## src/rtl/spwm3_pkg.sv

```systemverilog
package spwm3_pkg;

  localparam int ANG_W       = 8;
  localparam int ANG_SECTOR  = 32;
  localparam int ANG_QUARTER = 48;
  localparam int ANG_HALF    = 2 * ANG_QUARTER;
  localparam int ANG_3Q      = 3 * ANG_QUARTER;
  localparam int ANG_FULL    = 4 * ANG_QUARTER;
  localparam int POS_W       = 5;
  localparam int LEAD_W      = 5;
  localparam int SECT_W      = 3;
  localparam int SINE_W      = 8;
  localparam int IDX_W       = 6;

  typedef logic [ANG_W-1:0] angle_t;

  typedef enum logic [1:0] {
    MODE_OFF     = 2'd0,
    MODE_REFRESH = 2'd1,
    MODE_DRIVE   = 2'd2
  } drive_mode_e;

  // Quarter-wave sine, full scale 254, step 1.875 degrees (index 0..48).
  function automatic logic [SINE_W-1:0] sine_quarter(input logic [IDX_W-1:0] idx);
    logic [SINE_W-1:0] v;
    case (idx)
      6'd0:  v = 8'd0;    6'd1:  v = 8'd8;    6'd2:  v = 8'd17;   6'd3:  v = 8'd25;
      6'd4:  v = 8'd33;   6'd5:  v = 8'd41;   6'd6:  v = 8'd50;   6'd7:  v = 8'd58;
      6'd8:  v = 8'd66;   6'd9:  v = 8'd74;   6'd10: v = 8'd82;   6'd11: v = 8'd89;
      6'd12: v = 8'd97;   6'd13: v = 8'd105;  6'd14: v = 8'd112;  6'd15: v = 8'd120;
      6'd16: v = 8'd127;  6'd17: v = 8'd134;  6'd18: v = 8'd141;  6'd19: v = 8'd148;
      6'd20: v = 8'd155;  6'd21: v = 8'd161;  6'd22: v = 8'd167;  6'd23: v = 8'd174;
      6'd24: v = 8'd180;  6'd25: v = 8'd185;  6'd26: v = 8'd191;  6'd27: v = 8'd196;
      6'd28: v = 8'd202;  6'd29: v = 8'd206;  6'd30: v = 8'd211;  6'd31: v = 8'd216;
      6'd32: v = 8'd220;  6'd33: v = 8'd224;  6'd34: v = 8'd228;  6'd35: v = 8'd231;
      6'd36: v = 8'd235;  6'd37: v = 8'd238;  6'd38: v = 8'd241;  6'd39: v = 8'd243;
      6'd40: v = 8'd245;  6'd41: v = 8'd247;  6'd42: v = 8'd249;  6'd43: v = 8'd251;
      6'd44: v = 8'd252;  6'd45: v = 8'd253;  6'd46: v = 8'd253;  6'd47: v = 8'd254;
      6'd48: v = 8'd254;
      default: v = 8'd0;
    endcase
    return v;
  endfunction

endpackage

```

## src/rtl/spwm3_carrier.sv

```systemverilog
module spwm3_carrier #(
  parameter int CNT_W = 6
) (
  input  logic             clk,
  input  logic             rst_n,
  output logic [CNT_W-1:0] cnt,
  output logic             valley_load
);

  localparam logic [CNT_W-1:0] CNT_TOP = '1;
  localparam logic [CNT_W-1:0] CNT_ONE = CNT_W'(1);

  logic [CNT_W-1:0] cnt_q, cnt_d;
  logic             up_q, up_d;
  logic             half_q, half_d;
  logic             step_en;

  // Each carrier value spans two clocks: the count advances on odd clocks.
  assign step_en = half_q;

  always_comb begin
    half_d = ~half_q;
    cnt_d  = cnt_q;
    up_d   = up_q;
    if (step_en) begin
      if (up_q) begin
        if (cnt_q == CNT_TOP) begin
          up_d  = 1'b0;
          cnt_d = cnt_q - CNT_ONE;
        end else begin
          cnt_d = cnt_q + CNT_ONE;
        end
      end else begin
        if (cnt_q == CNT_ONE) begin
          up_d = 1'b1;
        end
        cnt_d = cnt_q - CNT_ONE;
      end
    end
  end

  always_ff @(posedge clk or negedge rst_n) begin
    if (!rst_n) begin
      cnt_q  <= '0;
      up_q   <= 1'b1;
      half_q <= 1'b0;
    end else begin
      cnt_q  <= cnt_d;
      up_q   <= up_d;
      half_q <= half_d;
    end
  end

  assign cnt         = cnt_q;
  assign valley_load = (cnt_q == '0) && half_q;

  // the carrier moves by at most one step per clock
  a_r1_unit_step: assert property (@(posedge clk) disable iff (!rst_n)
    (cnt_q == $past(cnt_q)) || (cnt_q == $past(cnt_q) + CNT_ONE) ||
    (cnt_q == $past(cnt_q) - CNT_ONE));

  // a value that has just changed holds for the next clock
  a_r1_two_clock_hold: assert property (@(posedge clk) disable iff (!rst_n)
    (cnt_q != $past(cnt_q)) |=> $stable(cnt_q));

endmodule

```

## src/rtl/spwm3_lead_sel.sv

```systemverilog
module spwm3_lead_sel #(
  parameter int LEAD_W = 5
) (
  input  logic [LEAD_W-1:0] code,
  input  logic [LEAD_W-1:0] lim_lo,
  input  logic [LEAD_W-1:0] lim_hi,
  output logic [LEAD_W-1:0] eff
);

  always_comb begin
    if (lim_lo > lim_hi) begin
      eff = lim_lo;
    end else if (code < lim_lo) begin
      eff = lim_lo;
    end else if (code > lim_hi) begin
      eff = lim_hi;
    end else begin
      eff = code;
    end
  end

endmodule

```

## src/rtl/spwm3_phase_duty.sv

```systemverilog
module spwm3_phase_duty
  import spwm3_pkg::*;
#(
  parameter int CNT_W  = 6,
  parameter int AMP_W  = 6,
  parameter int OFFSET = 0
) (
  input  angle_t           base,
  input  logic [AMP_W-1:0] amp,
  output logic [CNT_W:0]   duty
);

  localparam int          PROD_W = AMP_W + SINE_W;
  localparam int          SHIFT  = AMP_W + SINE_W + 1 - CNT_W;
  localparam logic [CNT_W:0] MID = (CNT_W+1)'(1 << (CNT_W - 1));

  logic [ANG_W:0]      sum;
  angle_t              ang;
  logic [IDX_W-1:0]    idx;
  logic                neg;
  logic [SINE_W-1:0]   mag;
  logic [PROD_W-1:0]   prod;
  logic [CNT_W:0]      half_amp;

  always_comb begin
    sum = {1'b0, base} + (ANG_W+1)'(OFFSET);
    if (sum >= (ANG_W+1)'(ANG_FULL)) begin
      ang = ANG_W'(sum - (ANG_W+1)'(ANG_FULL));
    end else begin
      ang = ANG_W'(sum);
    end
  end

  always_comb begin
    if (ang < ANG_W'(ANG_QUARTER)) begin
      idx = IDX_W'(ang);
      neg = 1'b0;
    end else if (ang < ANG_W'(ANG_HALF)) begin
      idx = IDX_W'(ANG_W'(ANG_HALF) - ang);
      neg = 1'b0;
    end else if (ang < ANG_W'(ANG_3Q)) begin
      idx = IDX_W'(ang - ANG_W'(ANG_HALF));
      neg = 1'b1;
    end else begin
      idx = IDX_W'(ANG_W'(ANG_FULL) - ang);
      neg = 1'b1;
    end
  end

  assign mag      = sine_quarter(idx);
  assign prod     = PROD_W'(amp) * PROD_W'(mag);
  assign half_amp = (CNT_W+1)'(prod >> SHIFT);
  assign duty     = neg ? (MID - half_amp) : (MID + half_amp);

endmodule

```

## src/rtl/spwm3_gen.sv

```systemverilog
module spwm3_gen
  import spwm3_pkg::*;
#(
  parameter int CNT_W        = 6,
  parameter int AMP_W        = 6,
  parameter int REFRESH_TOP  = 8,
  parameter int REFRESH_DUTY = 6
) (
  input  logic              clk,
  input  logic              rst_n,
  input  logic [AMP_W-1:0]  amp_cmd,
  input  logic [LEAD_W-1:0] lead_code,
  input  logic [LEAD_W-1:0] lead_lo,
  input  logic [LEAD_W-1:0] lead_hi,
  input  logic [SECT_W-1:0] sector,
  input  logic [POS_W-1:0]  sector_pos,
  output logic              hs_en_u,
  output logic              hs_en_v,
  output logic              hs_en_w,
  output logic              ls_refresh,
  output logic [CNT_W-1:0]  carrier
);

  localparam int NPH    = 3;
  localparam int DUTY_W = CNT_W + 1;
  localparam int SUM_W  = ANG_W + 1;

  logic [CNT_W-1:0]              cnt;
  logic                          valley_load;
  logic [LEAD_W-1:0]             lead_eff;
  logic [SUM_W-1:0]              base_sum;
  angle_t                        base_ang;
  logic [NPH-1:0][DUTY_W-1:0]    duty_new;
  logic [NPH-1:0][DUTY_W-1:0]    duty_q, duty_d;
  drive_mode_e                   mode_new, mode_q, mode_d;
  logic [NPH-1:0]                hs_q, hs_d;
  logic                          ls_q, ls_d;

  spwm3_carrier #(.CNT_W(CNT_W)) u_carrier (
    .clk         (clk),
    .rst_n       (rst_n),
    .cnt         (cnt),
    .valley_load (valley_load)
  );

  spwm3_lead_sel #(.LEAD_W(LEAD_W)) u_lead (
    .code   (lead_code),
    .lim_lo (lead_lo),
    .lim_hi (lead_hi),
    .eff    (lead_eff)
  );

  // Base angle: sector start plus position plus lead, modulo one revolution.
  always_comb begin
    base_sum = SUM_W'(sector) * SUM_W'(ANG_SECTOR) + SUM_W'(sector_pos) + SUM_W'(lead_eff);
    if (base_sum >= SUM_W'(ANG_FULL)) begin
      base_ang = ANG_W'(base_sum - SUM_W'(ANG_FULL));
    end else begin
      base_ang = ANG_W'(base_sum);
    end
  end

  // One duty calculator per phase; V lags U by 120 degrees, W by 240.
  for (genvar p = 0; p < NPH; p++) begin : g_phase
    localparam int PH_OFF = (p == 0) ? 0 : ((p == 1) ? 2 * ANG_FULL / 3 : ANG_FULL / 3);
    spwm3_phase_duty #(
      .CNT_W  (CNT_W),
      .AMP_W  (AMP_W),
      .OFFSET (PH_OFF)
    ) u_duty (
      .base (base_ang),
      .amp  (amp_cmd),
      .duty (duty_new[p])
    );

    // the applied duty changes only at the carrier valley
    a_r6_duty_valley_only: assert property (@(posedge clk) disable iff (!rst_n)
      !valley_load |=> $stable(duty_q[p]));
  end

  always_comb begin
    if (amp_cmd == '0) begin
      mode_new = MODE_OFF;
    end else if (amp_cmd < AMP_W'(REFRESH_TOP)) begin
      mode_new = MODE_REFRESH;
    end else begin
      mode_new = MODE_DRIVE;
    end
  end

  // Valley-loaded shadow registers.
  always_comb begin
    mode_d = mode_q;
    duty_d = duty_q;
    if (valley_load) begin
      mode_d = mode_new;
      duty_d = duty_new;
    end
  end

  // Comparators and refresh pulse.
  always_comb begin
    for (int p = 0; p < NPH; p++) begin
      hs_d[p] = (mode_q == MODE_DRIVE) && ({1'b0, cnt} < duty_q[p]);
    end
    ls_d = (mode_q == MODE_REFRESH) && (cnt < CNT_W'(REFRESH_DUTY));
  end

  always_ff @(posedge clk or negedge rst_n) begin
    if (!rst_n) begin
      mode_q <= MODE_OFF;
      duty_q <= '0;
      hs_q   <= '0;
      ls_q   <= 1'b0;
    end else begin
      mode_q <= mode_d;
      duty_q <= duty_d;
      hs_q   <= hs_d;
      ls_q   <= ls_d;
    end
  end

  assign hs_en_u    = hs_q[0];
  assign hs_en_v    = hs_q[1];
  assign hs_en_w    = hs_q[2];
  assign ls_refresh = ls_q;
  assign carrier    = cnt;

  // with ordered limits the effective code lies inside them
  a_r4_clamp_inside: assert property (@(posedge clk) disable iff (!rst_n)
    (lead_lo <= lead_hi) |-> ((lead_eff >= lead_lo) && (lead_eff <= lead_hi)));

  // with inverted limits the lower limit wins
  a_r4_inverted_limits: assert property (@(posedge clk) disable iff (!rst_n)
    (lead_lo > lead_hi) |-> (lead_eff == lead_lo));

  // once the off mode is latched, no enable is driven
  a_r7_off_all_low: assert property (@(posedge clk) disable iff (!rst_n)
    (mode_q == MODE_OFF) |=> (hs_q == '0) && !ls_q);

  // refresh pulse and high-side drive never coexist
  a_r8_refresh_exclusive: assert property (@(posedge clk) disable iff (!rst_n)
    ls_q |-> (hs_q == '0));

endmodule

```

## config.mk

```make
export PLATFORM = sky130hd
export DESIGN_NAME = spwm3_gen
export DESIGN_NICKNAME = d
export VERILOG_FILES = /design/src/rtl/spwm3_pkg.sv /design/src/rtl/spwm3_carrier.sv /design/src/rtl/spwm3_lead_sel.sv /design/src/rtl/spwm3_phase_duty.sv /design/src/rtl/spwm3_gen.sv
export SDC_FILE = /design/constraint.sdc
export NUM_CORES = 1
export LEC_CHECK = 0
export BUFFER_PORTS_ARGS = -buffer_cell sky130_fd_sc_hd__clkbuf_2
export CAP_MARGIN = 20
export CORE_MARGIN = 1.5
export CORE_UTILIZATION = 29
export DETAILED_ROUTE_END_ITERATION = 7
export GPL_TIMING_DRIVEN = 0
export SKIP_LAST_GASP = 1
export SLEW_MARGIN = 10
export SYNTH_ARGS = -nofsm -noshare
export SYNTH_HDL_FRONTEND = slang
export SYNTH_SLANG_ARGS = --single-unit
export TNS_END_PERCENT = 50
```

## constraint.sdc

```tcl
create_clock -name clk -period 2.4 [get_ports clk]
set_input_delay 0.48 -clock clk [delete_from_list [all_inputs] [get_ports clk]]
set_output_delay 0.48 -clock clk [all_outputs]
set_load 0.02 [all_outputs]
```

Word level (Yosys, flattened, before mapping)
Memories as Yosys holds them, arrays and structs flattened.
Cells that the tools add are included.
{"block": "op_classes", "add_sub_neg": 25, "n_mul": 3, "order_cmp": 21, "eq_ne": 4, "mux": 32, "n_bitwise": 1, "reduce_logical": 7}
{"operator": "6-bit 2-to-1 mux", "n": 11}
{"operator": "6-bit by 8-bit multiplier with 14-bit output", "n": 3}
{"operator": "8-bit 2-to-1 mux", "n": 4}
{"operator": "8-bit subtractor, second input constant", "n": 4}
{"operator": "9-bit by 8-bit >= comparator with 1-bit output, second input constant", "n": 3}
{"operator": "8-bit by 6-bit less-than comparator with 1-bit output, second input constant", "n": 3}
{"operator": "8-bit by 7-bit less-than comparator with 1-bit output, second input constant", "n": 3}
{"operator": "8-bit less-than comparator, second input constant", "n": 3}
{"operator": "6-bit by 5-bit adder with 7-bit output, first input constant", "n": 3}
{"operator": "6-bit by 7-bit less-than comparator with 1-bit output", "n": 3}
{"operator": "7-bit 2-to-1 mux", "n": 3}
{"operator": "6-bit by 5-bit subtractor with 7-bit output, first input constant", "n": 3}
{"operator": "1-bit by 6-bit subtractor with 6-bit output, first input constant", "n": 3}
{"operator": "6-bit subtractor, first input constant", "n": 3}
{"operator": "6-bit subtractor, second input constant", "n": 3}
{"operator": "5-bit 2-to-1 mux", "n": 3}
{"operator": "6-bit logical NOT", "n": 2}
{"operator": "5-bit greater-than comparator", "n": 2}
{"operator": "8-bit by 5-bit adder with 9-bit output", "n": 1}
{"operator": "8-bit by 7-bit adder with 9-bit output, second input constant", "n": 1}
{"operator": "8-bit by 8-bit adder with 9-bit output, second input constant", "n": 1}
{"operator": "9-bit by 5-bit adder with 9-bit output", "n": 1}
{"operator": "1-bit 2-to-1 mux", "n": 9}
{"operator": "8-bit >= comparator, second input constant", "n": 1}
{"operator": "other kinds (12)", "n": 17}
{"block": "word_totals", "register_bits": 35, "mem_bits_ro": 1536, "in_bits": 31, "out_inout_bits": 10, "elab_cells": 105, "mem_count": 3}
{"name": "(no name shown)", "words": 64, "word_bits": 8, "rd": 1, "rd_clocked_by_memory_dff": 0, "write_ports": 0, "line_no": "spwm3_pkg.sv:26", "text": "case (idx)"}
{"name": "(no name shown)", "words": 64, "word_bits": 8, "rd": 1, "rd_clocked_by_memory_dff": 0, "write_ports": 0, "line_no": "spwm3_pkg.sv:26"}
{"name": "(no name shown)", "words": 64, "word_bits": 8, "rd": 1, "rd_clocked_by_memory_dff": 0, "write_ports": 0, "line_no": "spwm3_pkg.sv:26"}

Logic depth before layout (Yosys ltp)
An unclocked memory read counts as a cell.
{"block": "depth", "depth_word": 18, "depth_mapped": 62, "mapped_depth_nobuf": 62}

Modules after synthesis
Synthesis repeated with hierarchy kept, for this count alone.
{"block": "unflattened", "cells_unflattened": 1381, "hier_area_um2": 11227.0}
{"module": "spwm3_phase_duty at g_phase[0].u_duty", "n_inst": 1, "cells_per_inst": 376, "area_each_um2": 2967.8, "seq_area_each_um2": 0.0}
{"module": "spwm3_phase_duty at g_phase[2].u_duty", "n_inst": 1, "cells_per_inst": 376, "area_each_um2": 2849.0, "seq_area_each_um2": 0.0}
{"module": "spwm3_phase_duty at g_phase[1].u_duty", "n_inst": 1, "cells_per_inst": 334, "area_each_um2": 2712.6, "seq_area_each_um2": 0.0}
{"module": "spwm3_gen", "n_inst": 1, "cells_per_inst": 183, "area_each_um2": 1689.1, "seq_area_each_um2": 675.6}
{"module": "spwm3_carrier", "n_inst": 1, "cells_per_inst": 58, "area_each_um2": 549.3, "seq_area_each_um2": 201.4}
{"module": "spwm3_lead_sel", "n_inst": 1, "cells_per_inst": 54, "area_each_um2": 459.2, "seq_area_each_um2": 0.0}

Worst setup path before layout
No wires, ideal clock.
{"block": "synth_path", "path_kind": "input port to flip-flop", "startpoint": "input port lead_hi[1]", "endpoint": "register duty_q[18] in the netlist's numbering", "setup_ns": 0.130, "t_arrival_ns": 11.698, "required_time_ns": 2.270, "setup_slack_ns": -9.428, "path_stages": 58, "n_path_buf": 1, "path_cell_list": "inv_1 -> ha_1 -> nor2b_1 -> o21a_1 -> o21ai_0 -> nand2b_1 -> a21oi_1 -> a31oi_1 -> nor2_1 -> nor2_1 -> a21oi_1 -> ha_1 -> inv_1 -> fa_1 -> nand2b_2 -> a21oi_1 -> o211ai_1 -> nand2_1 -> [... 22 more ...] -> fa_1 -> inv_1 -> fa_1 -> inv_1 -> ha_1 -> nand3_1 -> or3_1 -> a2111o_1 -> o311ai_1 -> a21oi_1 -> nor2b_1 -> nor2_1 -> xor2_1 -> ha_1 -> and4b_1 -> nor3_2 -> xor2_1 -> o21ai_1"}
{"block": "synth_via", "elab_chain_cells": 18, "word_cells_on_any_way": 29, "classes_between": "add/sub (9); mul (1); order compare (7); mux (11); memory (1)"}
{"element": "from (decl)", "line_no": "spwm3_gen.sv:14", "text": "input logic [LEAD_W-1:0] lead_hi,"}
{"element": "5-bit greater-than comparator", "line_no": "spwm3_lead_sel.sv:15", "text": "end else if (code > lim_hi) begin"}
{"element": "5-bit 2-to-1 mux", "line_no": "spwm3_lead_sel.sv:15"}
{"element": "5-bit 2-to-1 mux", "line_no": "spwm3_lead_sel.sv:13", "text": "end else if (code < lim_lo) begin"}
{"element": "5-bit 2-to-1 mux *", "line_no": "spwm3_lead_sel.sv:11", "text": "if (lim_lo > lim_hi) begin"}
{"element": "9-bit by 5-bit adder with 9-bit output *", "line_no": "spwm3_gen.sv:55", "text": "base_sum = SUM_W'(sector) * SUM_W'(ANG_SECTOR) + SUM_W'(sector_pos) + SUM_W'(lead_eff);"}
{"element": "8-bit subtractor / 9-bit by 8-bit >= comparator with 1-bit output (equally long branches)", "line_no": "spwm3_gen.sv:57, spwm3_gen.sv:56"}
{"element": "8-bit 2-to-1 mux *", "line_no": "spwm3_gen.sv:56", "text": "if (base_sum >= SUM_W'(ANG_FULL)) begin"}
{"element": "8-bit by 7-bit adder with 9-bit output *", "line_no": "spwm3_phase_duty.sv:26", "text": "sum = {1'b0, base} + (ANG_W+1)'(OFFSET);"}
{"element": "[... 2 more ...]"}
{"element": "8-bit less-than comparator (tied with other cells)", "line_no": "spwm3_phase_duty.sv:41", "text": "end else if (ang < ANG_W'(ANG_3Q)) begin"}
{"element": "6-bit 2-to-1 mux", "line_no": "spwm3_phase_duty.sv:41"}
{"element": "6-bit 2-to-1 mux", "line_no": "spwm3_phase_duty.sv:38", "text": "end else if (ang < ANG_W'(ANG_HALF)) begin"}
{"element": "6-bit 2-to-1 mux", "line_no": "spwm3_phase_duty.sv:35", "text": "if (ang < ANG_W'(ANG_QUARTER)) begin"}
{"element": "memory 64 x 8 bit"}
{"element": "6-bit by 8-bit multiplier with 14-bit output", "line_no": "spwm3_phase_duty.sv:51", "text": "assign prod = PROD_W'(amp) * PROD_W'(mag);"}
{"element": "6-bit by 5-bit adder with 7-bit output / 6-bit by 5-bit subtractor with 7-bit output (equally long branches)", "line_no": "spwm3_phase_duty.sv:53", "text": "assign duty = neg ? (MID - half_amp) : (MID + half_amp);"}
{"element": "7-bit 2-to-1 mux *", "line_no": "spwm3_phase_duty.sv:53"}
{"element": "to (signal assigned)", "line_no": "spwm3_gen.sv:117", "text": "duty_q <= duty_d;"}
{"element": "to (decl)", "line_no": "spwm3_gen.sv:34", "text": "logic [NPH-1:0][DUTY_W-1:0] duty_q, duty_d;"}
Mark *: on every way between the ends. The rest lies on a longest branch, timed or not.
A chain may end at the register's enable or synchronous reset.

Worst setup path in the final report
Ends and elaborated chain as after synthesis.

==> reports/qor.txt <==
die footprint -> 35,360 µm²
CTS H-Tree Depth -> 2
total gr overflow -> 0
most frequent cells in the layout -> 125 x nand2_1, 123 x inv_1, 115 x buf_4
slowest CP cell -> fa_1
total CTS buffers -> 5
Port Buffer Count -> 39
worst slew pin tran -> 0.9813 ns
setup TNS -> -139.48 ns
failing checks -> setup timing
CP arrival -> 10.76 ns
Syn Nets -> 1,524
starting density of the core -> 29.54%
DP Worst Slack -> -9.665 ns
Worst Clk Skew -> 0.003575 ns
Max-cap violations -> 0
GR Util All Layers -> 16.65%
WS Path Type -> input port to flip-flop
CTS Buffer Depth -> 2
Layout area overhead -> 32.39%
Clock transition at path regs -> 0.06 ns
GP Congestion -> 0.8750
worst rel slew slack -> 33.89%
ANT nets after route -> 0
Post-Synthesis Cells -> 1,295
Rows -> 67
top post-synthesis cells by area -> ha_1 16%, fa_1 15%, dfrtp_1 7.8%
share of the synthesized area in the top cell type -> 15.75%
initial antenna violation count -> 0
Tcrit/Tclk final -> 442.5%
cell taking the most area after synthesis -> ha_1
RSZ-0062 raised after global routing -> true
Clock Latency Late Sink -> 0.28 ns
number of fill cells -> 3,390
hold_buf cts -> 0
clock sinks -> 32
wire length after detailed routing -> 30.18 mm
Final setup violation count -> 18
FF-to-FF setup slack -> 0.15 ns
nets -> 1,693
highest cell delay on the worst timing path -> 0.55 ns
DP HPWL -> 22.34 mm
DRC -> 0
max-slew violation count -> 0
syn_area_per_cell -> 7.669 µm²
first-pass GRT wire length -> 49.80 mm
routed len/inst -> 15.78 µm
EDFF count, synth -> 0
TritonCTS clock tree -> yes
crit path capture type -> flip-flop
DRT Pass-1 Iters -> 5
Synthesis Warnings -> 0
Die Wd -> 188.1 µm
First DRT Iteration DRCs -> 494
post-DR vias/cell -> 5.232
via count of the routed design -> 10,010
Hold Crit Class -> input port to asynchronous set/reset pin
layout cells sized above 1 -> 29.22%
synthesized cell area -> 9931 µm²
post-synthesis async set-or-reset flop share -> 100.0%
io pins -> 41
WP data required -> 2.54 ns
commonest non-fill, non-tap cell in the layout -> nand2_1
core area -> 33,620 µm²
status -> finished with violations
post-layout min period -> 10.62 ns
ys flop type -> dfrtp_1
Final WS setup -> -8.219 ns
Root Buffer -> clkbuf_16
vias in the first global route -> 10,200
crit start category -> input port
crit-path max FO -> 6
Die Ht -> 188.1 µm
most frequent CP cell -> ha_4
post-synthesis sequential area ratio -> 8.076%
Yosys reg bits -> 32
Antenna diodes -> 0
Fin. Hold Viols -> 0
highest clock rate -> 94.17 MHz
largest net degree at the start of global routing -> 33
Netlist cell types -> 101
## worst max-delay path, delay by kind of cell
kind | cells | cell delay [ns]
AO/OA/AOI/OAI | 18 | 2.75
XOR/XNOR | 2 | 0.33
adder cells (fa/ha/maj) | 10 | 3.11
buffers and inverters | 8 | 0.64
multiplexers | 3 | 0.90
AND/OR/NAND/NOR | 16 | 2.49
## metrics by stage
step	utilization [%]	instances	hold WS (ns)	cell area, µm²
global placement	32.93	1782	0.4617	11070
detailed placement	32.95	1783	0.4707	11080
global route	39.11	1913	0.3544	13150
floorplan	-	1295	0.1844	10310
CTS	37.39	1884	0.3154	12570
finish	39.11	1913	0.2837	13150
## cells by family (layout without fill, tap and decap cells)
family          after synthesis  after routing  synth area share (%)
simple gates                467            467                 23.50
compound gates              316            316                 21.71
buf+inv                     204            374                 7.937
fa+ha+maj                   198            198                 30.46
xor+xnor                     49             49                 5.002
flops                        32             32                 8.076
mux                          29             29                 3.314
## area by class of cell
type | count | area [µm²] | area share (%)
multi-input cells | 1059 | 9460 | 71.95
repair inverters | 1 | 7.507 | 0.05710
clock buffers | 6 | 138.9 | 1.056
repair buffers | 165 | 1257 | 9.564
flip-flops and latches | 32 | 802.0 | 6.100
plain buffers | 57 | 327.8 | 2.493
well taps | 448 | 560.5 | 4.263
clock inverters | 2 | 10.01 | 0.07613
inverters | 143 | 583.1 | 4.435
## layer usage
layer / vias to the layer above / wire length (µm) / global-route usage [%] / share of wire (%)
met1: 4842 / 12980 / 20.66 / 43
li1: 4826 / - / - / -
met4: 0 / 677 / 4.585 / 2.2
met5: - / 0 / 0 / 0
met3: 62 / 1204 / 1.217 / 4.0
met2: 278 / 15320 / 30.71 / 51
## synth_stat cells, types with 13 or more instances
master / instances
nor3_1: 33
and2_1: 65
ha_1: 125
a31oi_1: 17
a21oi_1: 75
dfrtp_1: 31
nor2_1: 110
xor2_1: 14
nand2_1: 133
nand3_1: 35
clkbuf_1: 51
nand2b_1: 17
o21ai_0: 63
mux2i_1: 18
fa_1: 73
a211oi_1: 13
inv_1: 137
xnor2_1: 28
o211ai_1: 17
## final timing paths
check,startpoint,endpoint,depth (start not counted)
max,lead_hi[1],duty_q[18],57
min,rst_n,hs_q[1],1
max reg2reg,u_carrier.cnt[2],duty_q[1],7
min reg2reg,duty_q[2],duty_q[2],2
max in group asynchronous,rst_n,duty_q[17],1
min in group clk,duty_q[2],duty_q[2],2
## registers in the layout, indices dropped and copies added (netlist names)
register and flops:
duty_q 18, u_carrier.cnt 6, hs_q 3, mode_q 2, ls_refresh 1, u_carrier.half_q 1
u_carrier.up_q 1
## repair_timing
item,4_1_cts,5_1_grt
gates cloned,1,1
setup buffers,96,29
resized for setup,152,77
pin swaps,109,43
endpoints found under the setup margin,18,18
Power is not shown: default switching activity piles up to over one toggle a cycle in this logic, so the estimate is an artifact.
